==> config.mk <==
export PLATFORM = sky130hd
export DESIGN_NAME = octal_dac_regbank
export DESIGN_NICKNAME = d
export VERILOG_FILES = /design/src/rtl/dacbank_pkg.sv /design/src/rtl/dac_frame_decode.sv /design/src/rtl/dac_chan.sv /design/src/rtl/dac_ctrl_regs.sv /design/src/rtl/octal_dac_regbank.sv
export SDC_FILE = /design/constraint.sdc
export NUM_CORES = 1
export LEC_CHECK = 0
export ABC_AREA = 1
export BUFFER_PORTS_ARGS = -buffer_cell sky130_fd_sc_hd__buf_2
export CELL_PAD_IN_SITES_DETAIL_PLACEMENT = 2
export CELL_PAD_IN_SITES_GLOBAL_PLACEMENT = 2
export CORE_MARGIN = 2
export CORE_UTILIZATION = 36
export DETAILED_ROUTE_END_ITERATION = 8
export GPL_TIMING_DRIVEN = 1
export HOLD_SLACK_MARGIN = 0.12
export PLACE_DENSITY = 0.88
export SYNTH_ARGS = -nofsm -noshare
export SYNTH_HDL_FRONTEND = slang
export SYNTH_HIERARCHICAL = 1
export SYNTH_SLANG_ARGS = --single-unit
==> constraint.sdc <==
create_clock -name clk -period 23.5 [get_ports clk]
set_input_delay 4.7 -clock clk [delete_from_list [all_inputs] [get_ports clk]]
set_output_delay 4.7 -clock clk [all_outputs]
set_load 0.01 [all_outputs]
==> src/rtl/dacbank_pkg.sv <==
package dacbank_pkg;

  localparam logic [3:0] ADDR_ALL = 4'hF;

  typedef enum logic [3:0] {
    OP_STAGE       = 4'h0,
    OP_COMMIT      = 4'h1,
    OP_STAGE_ALL   = 4'h2,
    OP_STAGE_COMMIT= 4'h3,
    OP_PWRDN       = 4'h4,
    OP_CLR_SEL     = 4'h5,
    OP_BYPASS_MASK = 4'h6,
    OP_SOFT_RST    = 4'h7,
    OP_REF         = 4'h8
  } dac_op_e;

  typedef enum logic [1:0] {
    CSEL_ZERO = 2'b00,
    CSEL_MID  = 2'b01,
    CSEL_FULL = 2'b10,
    CSEL_KEEP = 2'b11
  } clr_sel_e;

  // one-hot action decoded from an accepted frame
  typedef struct packed {
    logic stage;
    logic commit;
    logic stage_all;
    logic stage_commit;
    logic pwrdn;
    logic clr_sel;
    logic mask_ld;
    logic soft_rst;
    logic ref_set;
  } dac_act_t;

endpackage

==> src/rtl/dac_frame_decode.sv <==
module dac_frame_decode
  import dacbank_pkg::*;
#(
  parameter int NUM_CH = 8,
  parameter int CODE_W = 16
) (
  input  logic              frame_valid,
  input  logic [31:0]       frame_word,
  input  logic              clear_n,
  output dac_act_t          act,
  output logic [NUM_CH-1:0] ch_hit,
  output logic [CODE_W-1:0] wr_code
);

  logic [3:0] op_field;
  logic [3:0] addr_field;
  logic       accept;

  assign op_field   = frame_word[27:24];
  assign addr_field = frame_word[23:20];
  // clear has priority: a frame that meets a clear is dropped
  assign accept     = frame_valid && clear_n;
  // code is MSB-aligned at bit 19
  assign wr_code    = frame_word[19 -: CODE_W];

  always_comb begin
    act = '0;
    if (accept) begin
      case (op_field)
        OP_STAGE:        act.stage        = 1'b1;
        OP_COMMIT:       act.commit       = 1'b1;
        OP_STAGE_ALL:    act.stage_all    = 1'b1;
        OP_STAGE_COMMIT: act.stage_commit = 1'b1;
        OP_PWRDN:        act.pwrdn        = 1'b1;
        OP_CLR_SEL:      act.clr_sel      = 1'b1;
        OP_BYPASS_MASK:  act.mask_ld      = 1'b1;
        OP_SOFT_RST:     act.soft_rst     = 1'b1;
        OP_REF:          act.ref_set      = 1'b1;
        default:         act              = '0;
      endcase
    end
  end

  for (genvar k = 0; k < NUM_CH; k++) begin : g_hit
    assign ch_hit[k] = (addr_field == 4'(k)) || (addr_field == ADDR_ALL);
  end

  logic unused_frame_bits;
  assign unused_frame_bits = ^{frame_word[31:28], frame_word[19-CODE_W:0]};

endmodule

==> src/rtl/dac_chan.sv <==
module dac_chan #(
  parameter int              CODE_W   = 16,
  parameter logic [CODE_W-1:0] POR_CODE = '0
) (
  input  logic              clk,
  input  logic              rst_n,
  input  logic              clear_n,
  input  logic [CODE_W-1:0] clr_code,
  input  logic              soft_rst,
  input  logic              wr_en,
  input  logic [CODE_W-1:0] wr_code,
  input  logic              upd_en,
  input  logic              bypass,
  input  logic              load_n,
  output logic [CODE_W-1:0] dac_q
);

  logic [CODE_W-1:0] in_q, in_d, dac_d;
  logic              in_en, dac_en;

  always_comb begin
    in_en  = 1'b0;
    in_d   = in_q;
    dac_en = 1'b0;
    dac_d  = dac_q;
    if (!clear_n) begin
      in_en  = 1'b1;
      in_d   = clr_code;
      dac_en = 1'b1;
      dac_d  = clr_code;
    end else if (soft_rst) begin
      in_en  = 1'b1;
      in_d   = POR_CODE;
      dac_en = 1'b1;
      dac_d  = POR_CODE;
    end else begin
      if (wr_en) begin
        in_en = 1'b1;
        in_d  = wr_code;
      end
      // forward the fresh staged value: write lands before the update
      if (!load_n || upd_en || (wr_en && bypass)) begin
        dac_en = 1'b1;
        dac_d  = in_d;
      end
    end
  end

  always_ff @(posedge clk or negedge rst_n) begin
    if (!rst_n) begin
      in_q  <= POR_CODE;
      dac_q <= POR_CODE;
    end else begin
      if (in_en)  in_q  <= in_d;
      if (dac_en) dac_q <= dac_d;
    end
  end

  assert_clear_fill_R9: assert property (@(posedge clk) disable iff (!rst_n)
    !clear_n |=> (in_q == $past(clr_code) && dac_q == $past(clr_code)));

  assert_strobe_follow_R7: assert property (@(posedge clk) disable iff (!rst_n)
    !load_n |=> (dac_q == in_q));

endmodule

==> src/rtl/dac_ctrl_regs.sv <==
module dac_ctrl_regs
  import dacbank_pkg::*;
#(
  parameter int NUM_CH = 8,
  parameter int CODE_W = 16
) (
  input  logic              clk,
  input  logic              rst_n,
  input  dac_act_t          act,
  input  logic [9:0]        arg,
  output logic [NUM_CH-1:0] mask_q,
  output logic [CODE_W-1:0] clr_code,
  output logic              ref_on,
  output logic              por_flag,
  output logic              pd_strobe,
  output logic [9:0]        pd_arg
);

  localparam logic [CODE_W-1:0] CODE_MID  = {1'b1, {(CODE_W-1){1'b0}}};
  localparam logic [CODE_W-1:0] CODE_FULL = '1;

  logic [NUM_CH-1:0] mask_d;
  logic [1:0]        csel_q, csel_d;
  logic              ref_d, por_d, pd_d;
  logic              any_act;

  assign any_act = |act;

  always_comb begin
    mask_d = mask_q;
    csel_d = csel_q;
    ref_d  = ref_on;
    por_d  = por_flag;
    pd_d   = act.pwrdn;
    if (act.soft_rst) begin
      mask_d = '0;
      csel_d = CSEL_ZERO;
      ref_d  = 1'b0;
      por_d  = 1'b1;
    end else begin
      if (any_act)                            por_d  = 1'b0;
      if (act.mask_ld)                        mask_d = arg[NUM_CH-1:0];
      if (act.clr_sel && arg[1:0] != CSEL_KEEP) csel_d = arg[1:0];
      if (act.ref_set)                        ref_d  = arg[0];
    end
  end

  always_comb begin
    case (csel_q)
      CSEL_MID:  clr_code = CODE_MID;
      CSEL_FULL: clr_code = CODE_FULL;
      default:   clr_code = '0;
    endcase
  end

  always_ff @(posedge clk or negedge rst_n) begin
    if (!rst_n) begin
      mask_q    <= '0;
      csel_q    <= CSEL_ZERO;
      ref_on    <= 1'b0;
      por_flag  <= 1'b1;
      pd_strobe <= 1'b0;
      pd_arg    <= '0;
    end else begin
      mask_q    <= mask_d;
      csel_q    <= csel_d;
      ref_on    <= ref_d;
      por_flag  <= por_d;
      pd_strobe <= pd_d;
      if (act.pwrdn) pd_arg <= arg;
    end
  end

  assert_keep_sel_R9: assert property (@(posedge clk) disable iff (!rst_n)
    (act.clr_sel && arg[1:0] == 2'b11) |=> $stable(csel_q));

  assert_mask_hold_R8: assert property (@(posedge clk) disable iff (!rst_n)
    (!act.mask_ld && !act.soft_rst) |=> $stable(mask_q));

  assert_soft_rst_state_R10: assert property (@(posedge clk) disable iff (!rst_n)
    act.soft_rst |=> (!ref_on && mask_q == '0 && clr_code == '0 && por_flag));

endmodule

==> src/rtl/octal_dac_regbank.sv <==
module octal_dac_regbank
  import dacbank_pkg::*;
#(
  parameter int NUM_CH       = 8,
  parameter int CODE_W       = 16,
  parameter bit POR_MIDSCALE = 1'b0
) (
  input  logic                     clk,
  input  logic                     rst_n,
  input  logic                     frame_valid,
  input  logic [31:0]              frame_word,
  input  logic                     load_n,
  input  logic                     clear_n,
  output logic [NUM_CH*CODE_W-1:0] dac_code,
  output logic                     por_flag,
  output logic                     ref_on,
  output logic                     pd_strobe,
  output logic [9:0]               pd_arg
);

  localparam logic [CODE_W-1:0] POR_CODE =
    POR_MIDSCALE ? {1'b1, {(CODE_W-1){1'b0}}} : '0;

  // asynchronous assert, synchronous release
  logic [1:0] rst_pipe;
  logic       rst_n_s;

  always_ff @(posedge clk or negedge rst_n) begin
    if (!rst_n) rst_pipe <= '0;
    else        rst_pipe <= {rst_pipe[0], 1'b1};
  end
  assign rst_n_s = rst_pipe[1];

  dac_act_t          act;
  logic [NUM_CH-1:0] ch_hit;
  logic [CODE_W-1:0] wr_code;
  logic [NUM_CH-1:0] mask_q;
  logic [CODE_W-1:0] clr_code;

  dac_frame_decode #(.NUM_CH(NUM_CH), .CODE_W(CODE_W)) u_dec (
    .frame_valid (frame_valid),
    .frame_word  (frame_word),
    .clear_n     (clear_n),
    .act         (act),
    .ch_hit      (ch_hit),
    .wr_code     (wr_code)
  );

  dac_ctrl_regs #(.NUM_CH(NUM_CH), .CODE_W(CODE_W)) u_ctrl (
    .clk       (clk),
    .rst_n     (rst_n_s),
    .act       (act),
    .arg       (frame_word[9:0]),
    .mask_q    (mask_q),
    .clr_code  (clr_code),
    .ref_on    (ref_on),
    .por_flag  (por_flag),
    .pd_strobe (pd_strobe),
    .pd_arg    (pd_arg)
  );

  for (genvar k = 0; k < NUM_CH; k++) begin : g_ch
    logic ch_wr, ch_upd;
    assign ch_wr  = (act.stage || act.stage_all || act.stage_commit) && ch_hit[k];
    assign ch_upd = ((act.commit || act.stage_commit) && ch_hit[k]) || act.stage_all;

    dac_chan #(.CODE_W(CODE_W), .POR_CODE(POR_CODE)) u_chan (
      .clk      (clk),
      .rst_n    (rst_n_s),
      .clear_n  (clear_n),
      .clr_code (clr_code),
      .soft_rst (act.soft_rst),
      .wr_en    (ch_wr),
      .wr_code  (wr_code),
      .upd_en   (ch_upd),
      .bypass   (mask_q[k]),
      .load_n   (load_n),
      .dac_q    (dac_code[k*CODE_W +: CODE_W])
    );
  end

  assert_reserved_inert_R13: assert property (@(posedge clk) disable iff (!rst_n_s)
    (frame_valid && frame_word[27:24] > 4'h8) |-> (act == '0));

  assert_pwrdn_no_change_R12: assert property (@(posedge clk) disable iff (!rst_n_s)
    (pd_strobe && $past(load_n)) |-> $stable(dac_code));

endmodule

==> run metrics, run 1 <==
Setup Buffers After CTS=0; row cnt=71; CTS Buf Count=34; core area=37600 µm²; Worst Setup Start Kind=input port; port bufs=173; share of cells above drive strength 1=0.151; Distinct cells, synth=28; Power Density=83.3 nW/µm²; RSZ-0062 raised after global routing=no; clk root buf=clkbuf_16; CTS tree=built; yosys synthesis warning count=6; GP Congestion=0.775; Mapped Area=13700 µm²; Die W=199 µm; Overflow after GRT=0; Leak=9.40 nW; relative slew slack=0.263; vias in the first global route=13800; post-synthesis sequential area ratio=0.513; Synth Flop Type=dfrtp_1; antenna viol nets, final=0; largest net degree at the start of global routing=154; Final Power=1.32 mW; multi-input logic area=5310 µm²; clock-pin transition on the worst setup and hold timing paths=0.06 ns; routed vias=12300; clock latency on the worst-skew pair=0.53 ns; area leader, netlist=dfrtp_1; Global Route Usage Sum=0.254; number of filler cells placed in the layout=4343; Finish-stage setup viols=0; post_cts resized=0; CP Max Fanout=68; Remaining DRCs=0; Setup crit end kind=flop; Final Critical Period=7.16 ns; placed cells=2373; Yosys reg bits=281; HP Class=reg2reg; Pre-Repair DR Iteration Count=5; die height=199 µm; H-tree depth=2; syn_area_per_cell=7.73 µm²; Fin Setup TNS=0 ns; Max VDD drop=0.0459 mV; Worst Tran Pin Value=1.10 ns; Non-Filler Instances=2436; Vias/cell=5.03; Hold Vio Cnt, Final=0; global-route wire length before repair=77500 µm; hold slack=0.360 ns; final critical-path share of the clock period=0.305; path type of the worst setup path=in2reg; CP arrival=7.62 ns; initial antenna violation count=4; clock buffer depth=3; run status=completed; drt initial violations=693; Syn-to-layout area delta=15.6%; die area=39700 µm²; critical path required time=23.96 ns; post-synth top area share=0.511; Setup Skew=0.0122 ns; Starting Density=0.365; cts hold-fix bufs=0; Synth async-reset ratio=1.00; max-cap violations=0; fmax=140 MHz; fin nets=1936; commonest cells in the synthesized netlist=843 x nand2_1, 280 x dfrtp_1, 247 x nand3_1, 186 x inv_1, 47 x buf_4; Final Max Tran Viols=0; Register Area=7040 µm²; final wirelength=48800 µm; EDFF count, synth=0; largest cells by area after synthesis=dfrtp_1 51%, nand2_1 23%, nand3_1 9.0%; wire per inst=20.0 µm; most frequent cell after synthesis=nand2_1; syn nets=1811; Final HPWL DP=30700 µm; Mapped Cells=1773; CTS Sinks=281; # IOs=178
[metal layers]
| layer | wire, µm | share of wire | track usage |
|---|---|---|---|
| met2 | 23500 | 0.48 | 0.427 |
| met5 | 21 | 0.00043 | 0 |
| met1 | 21200 | 0.44 | 0.326 |
| met3 | 2400 | 0.049 | 0.0503 |
| met4 | 1610 | 0.033 | 0.0873 |
[logic make-up (layout without fill, tap and decap cells)]
family,Yosys count,count (layout),share of synthesized area
other,1,3,0.000274
AO/OA/AOI/OAI,27,27,0.0105
flip-flops,281,281,0.513
multiplexers,6,6,0.00520
buffers and inverters,295,445,0.101
adder cells (fa/ha/maj),1,1,0.000912
AND/OR/NAND/NOR,1162,1162,0.369
[worst max-delay path: stages]
cell and delay, ns:
buf_4 0.52, buf_4 0.79, inv_2 0.40, nor2_8 0.36, nand2_2 0.11, nor2_4 0.39, nand2_1 0.13, nand2_1 0.10
[stage by stage]
stage	cell area, µm²	util	worst slack [ns]
2_1_floorplan	13700	-	15.09
3_3_place_gp	14700	0.391	15.98
4_1_cts	15900	0.422	16.41
6_report	15900	0.422	16.34
3_5_place_dp	14700	0.391	15.92
5_1_grt	15900	0.422	16.13
[placed cells by master, fill, tap and decap left out, types with 8 or more instances in the layout]
cell and count:
nand2_1 843, dfrtp_1 279, nand3_1 247, inv_1 186, buf_2 172, clkbuf_16 37, nor2_1 31, a21oi_1 14
clkbuf_1 14, buf_4 14, nor2_4 11, inv_2 11, o21ai_0 9, nor2_8 8, nand4_4 8, nand2_2 8
[cell type report]
class,instances,area share
diodes,2,0.000316
clock buffers,55,0.0652
clock inverters,6,0.00679
inverters,197,0.0466
multi-input cells,1197,0.335
flip-flops and latches,281,0.444
well taps,511,0.0403
repair buffers,187,0.0622
[sequential cells by signal (all words and copies together) (netlist names)]
| name | cells |
|---|---|
| u_ctrl/pd_strobe | 1 |
| u_ctrl/por_flag | 1 |
| g_ch.u_chan/in_q | 128 |
| u_ctrl/pd_arg | 10 |
| u_ctrl/csel_q | 2 |
| g_ch.u_chan/dac_q | 128 |
| u_ctrl/ref_on | 1 |
| rst_pipe | 2 |
| u_ctrl/mask_q | 8 |
[power breakdown]
group	switching, mW	internal, mW
Clock	0.211	0.334
Sequential	0.0331	0.546
Combinational	0.137	0.0601
[worst paths after layout]
path / slack [ns] / to / cells past startpoint / from
hold reg to reg: 0.36 / rst_pipe[1]$_DFF_PN0_ / 0 / rst_pipe[0]$_DFF_PN0_
setup / recovery: 16.34 / g_ch[6].u_chan/dac_q[0]$_DFFE_PN0P_ / 8 / clear_n
min in group asynchronous: 0.43 / g_ch[3].u_chan/in_q[13]$_DFFE_PN0P_ / 0 / rst_pipe[1]$_DFF_PN0_
setup reg to reg: 21.07 / g_ch[2].u_chan/dac_q[2]$_DFFE_PN0P_ / 7 / u_ctrl/csel_q[0]$_DFFE_PN0P_
max in group asynchronous: 19.45 / rst_pipe[1]$_DFF_PN0_ / 1 / rst_n
hold / removal: 0.36 / rst_pipe[1]$_DFF_PN0_ / 0 / rst_pipe[0]$_DFF_PN0_
Power figures use the tool's default switching activity.
==> run 2: changes to the inputs <==
--- a/config.mk
+++ b/config.mk
@@ -10,11 +10,11 @@
 export CELL_PAD_IN_SITES_DETAIL_PLACEMENT = 2
 export CELL_PAD_IN_SITES_GLOBAL_PLACEMENT = 2
 export CORE_MARGIN = 2
-export CORE_UTILIZATION = 36
+export CORE_UTILIZATION = 34
 export DETAILED_ROUTE_END_ITERATION = 8
 export GPL_TIMING_DRIVEN = 1
 export HOLD_SLACK_MARGIN = 0.12
-export PLACE_DENSITY = 0.88
+export PLACE_DENSITY = 0.84
 export SYNTH_ARGS = -nofsm -noshare
 export SYNTH_HDL_FRONTEND = slang
 export SYNTH_HIERARCHICAL = 1
==> constraint.sdc (replaced) <==
create_clock -name clk -period 7.3 [get_ports clk]
set_input_delay 1.46 -clock clk [delete_from_list [all_inputs] [get_ports clk]]
set_output_delay 1.46 -clock clk [all_outputs]
set_load 0.01 [all_outputs]
==> run 2 against run 1 <==
Net effect: core utilization down 2.5 points; sequential share of layout area grew 0.24 points; via count shrank 0.63%; worst hold slack got worse by 0.0047 ns; cell area is 0.54% lower; clock-buffer cell count down 8; first-iteration DRC count down 14%; largest cell class unchanged.
==> run metrics, run 2 (synthesized netlist as in run 1, its figures left out) <==
clock-pin transition on the worst setup and hold timing paths=0.05 ns (about the same); CTS Sinks=281 (unchanged); final wirelength=47500 µm (-2.7%); most common cell after layout, fill and taps aside=nand2_1; clock latency on the worst-skew pair=0.54 ns (about the same); CP arrival=4.26 ns (-3.36 ns); Syn-to-layout area delta=15.0%; Overflow after GRT=0 (unchanged); largest registers=g_ch.u_chan/dac_q x128, g_ch.u_chan/in_q x128, u_ctrl/pd_arg x10; vias in the first global route=13400 (-2.6%); met3 routed WL=2400 µm (unchanged); max-cap violations=0 (unchanged); die area=41900 µm² (+5.8%); post_cts resized=0 (unchanged); drt initial violations=596 (-14%); path type of the worst setup path=in2reg; row cnt=73 (+2.8%); share of cells above drive strength 1=0.153 (+0.00232); port bufs=173 (unchanged); Setup Skew=0.0226 ns (+0.0104 ns); clock buffer depth=3 (unchanged); # IOs=178 (unchanged); Final Max Tran Viols=0 (unchanged); Starting Density=0.345 (-0.0198); HP Class=reg2reg; Worst Tran Pin Value=1.06 ns (-0.0407 ns); largest net degree at the start of global routing=156 (+1.3%); Final Critical Period=3.85 ns; critical path required time=7.71 ns (-16.25 ns); Finish-stage setup viols=0 (unchanged); Remaining DRCs=0 (unchanged); number of filler cells placed in the layout=4534 (+4.4%); Die W=205 µm (+2.8%); run status=completed; final critical-path share of the clock period=0.527; CP Max Fanout=57 (-16%); Final HPWL DP=30600 µm (-0.59%); cts hold-fix bufs=0 (unchanged); CTS Buf Count=34 (unchanged); Non-Filler Instances=2448 (+0.49%); Hold Vio Cnt, Final=0 (unchanged); Pre-Repair DR Iteration Count=5 (unchanged); relative slew slack=0.291 (+0.0272); Fin Setup TNS=0 ns (unchanged); Setup crit end kind=flop; fmax=260 MHz; metal2 WL=23000 µm (-2.3%); routed vias=12200 (-0.63%); commonest non-fill, non-tap cells in the layout=843 x nand2_1, 279 x dfrtp_1, 247 x nand3_1; routed length on met1=21100 µm (-0.75%); antenna viol nets, final=0 (unchanged); Final Util=0.397 (-0.0250); core area=39700 µm² (+5.7%); Max VDD drop=0.127 mV (+180%); H-tree depth=2 (unchanged); Leak=9.36 nW (-0.38%); DR top layer=met5; Global Route Usage Sum=0.234 (-0.0193); initial antenna violation count=6 (+2); r2r setup slk=4.88 ns (-16.19 ns); CTS tree=built; Worst Setup Start Kind=input port; Setup Buffers After CTS=0 (unchanged); wire per inst=19.4 µm (-3.2%); clk root buf=clkbuf_16; die height=205 µm (+2.8%); Vias/cell=4.98 (-1.1%); GP Congestion=0.759 (-2.0%); global-route wire length before repair=76500 µm (-1.4%); fin nets=1936 (unchanged); RSZ-0062 raised after global routing=no; placed cells=2387 (+0.59%); Power Density=260 nW/µm² (+210%)
-- run 2: cell count changes in the layout (fill, tap and decap cells not counted), sizes merged --
cell,delta
diode,+1
bufinv,-3
clkinv,+7
inv,+1
clkbuf,-8
-- run 2: cell type report --
type,instances,area (µm²),area share
sequential,281,7040,0.446
antenna,3,7.51,0.000476
clock inverter,11,65.1,0.00413
tap,525,657,0.0417
timing repair buffer,187,986,0.0625
clock buffer,47,971,0.0616
inverter,197,739,0.0469
multi-input combinational,1197,5310,0.337
-- run 2: critical path, stage by stage --
cell and delay, ns:
buf_4 0.53, nand2_1 0.10, inv_1 0.11, nand2_1 0.15
nor2_4 0.57, buf_4 0.47, nor2_1 0.32, nand3_1 0.15
nand3_1 0.11, nand2_1 0.15, nand2_1 0.08
-- run 2: layer usage --
layer | global-route usage | vias to the layer above
met4 | 0.0629 | 4
met1 | 0.310 | 6226
met3 | 0.0417 | 54
met2 | 0.395 | 238
li1 | - | 5660
met5 | 0 | -
-- run 2: path summary, 6_finish.rpt --
kind / startpoint / to / cells past startpoint
max: clear_n / g_ch[4].u_chan/dac_q[4]$_DFFE_PN0P_ / 11
max in group asynchronous: rst_pipe[1]$_DFF_PN0_ / g_ch[4].u_chan/in_q[10]$_DFFE_PN0P_ / 1
max reg2reg: u_ctrl/csel_q[0]$_DFFE_PN0P_ / g_ch[5].u_chan/dac_q[2]$_DFFE_PN0P_ / 7
min: rst_pipe[0]$_DFF_PN0_ / rst_pipe[1]$_DFF_PN0_ / 0
min in group asynchronous: rst_pipe[1]$_DFF_PN0_ / g_ch[3].u_chan/dac_q[3]$_DFFE_PN0P_ / 0
min reg2reg: rst_pipe[0]$_DFF_PN0_ / rst_pipe[1]$_DFF_PN0_ / 0
-- run 2: report_power, final --
| group | leakage, nW | switching (mW) | total (mW) | internal (mW) |
|---|---|---|---|---|
| clock network | 0.516 | 0.683 | 1.61 | 0.930 |
| registers | 3.80 | 0.0972 | 1.85 | 1.76 |
| logic | 5.04 | 0.434 | 0.628 | 0.193 |
| total | 9.36 | 1.21 | 4.09 | 2.88 |
-- run 2: metrics by stage --
step	total power, mW	setup slack (ns)	area, µm²	hold WS [ns]
CTS	4.17	3.44	15800	0.360
floorplan	2.24	2.38	13700	0.331
finish	4.09	3.45	15800	0.355
global route	4.31	3.23	15800	0.376
detailed placement	2.52	2.89	14700	0.348
global placement	2.48	2.94	14700	0.336
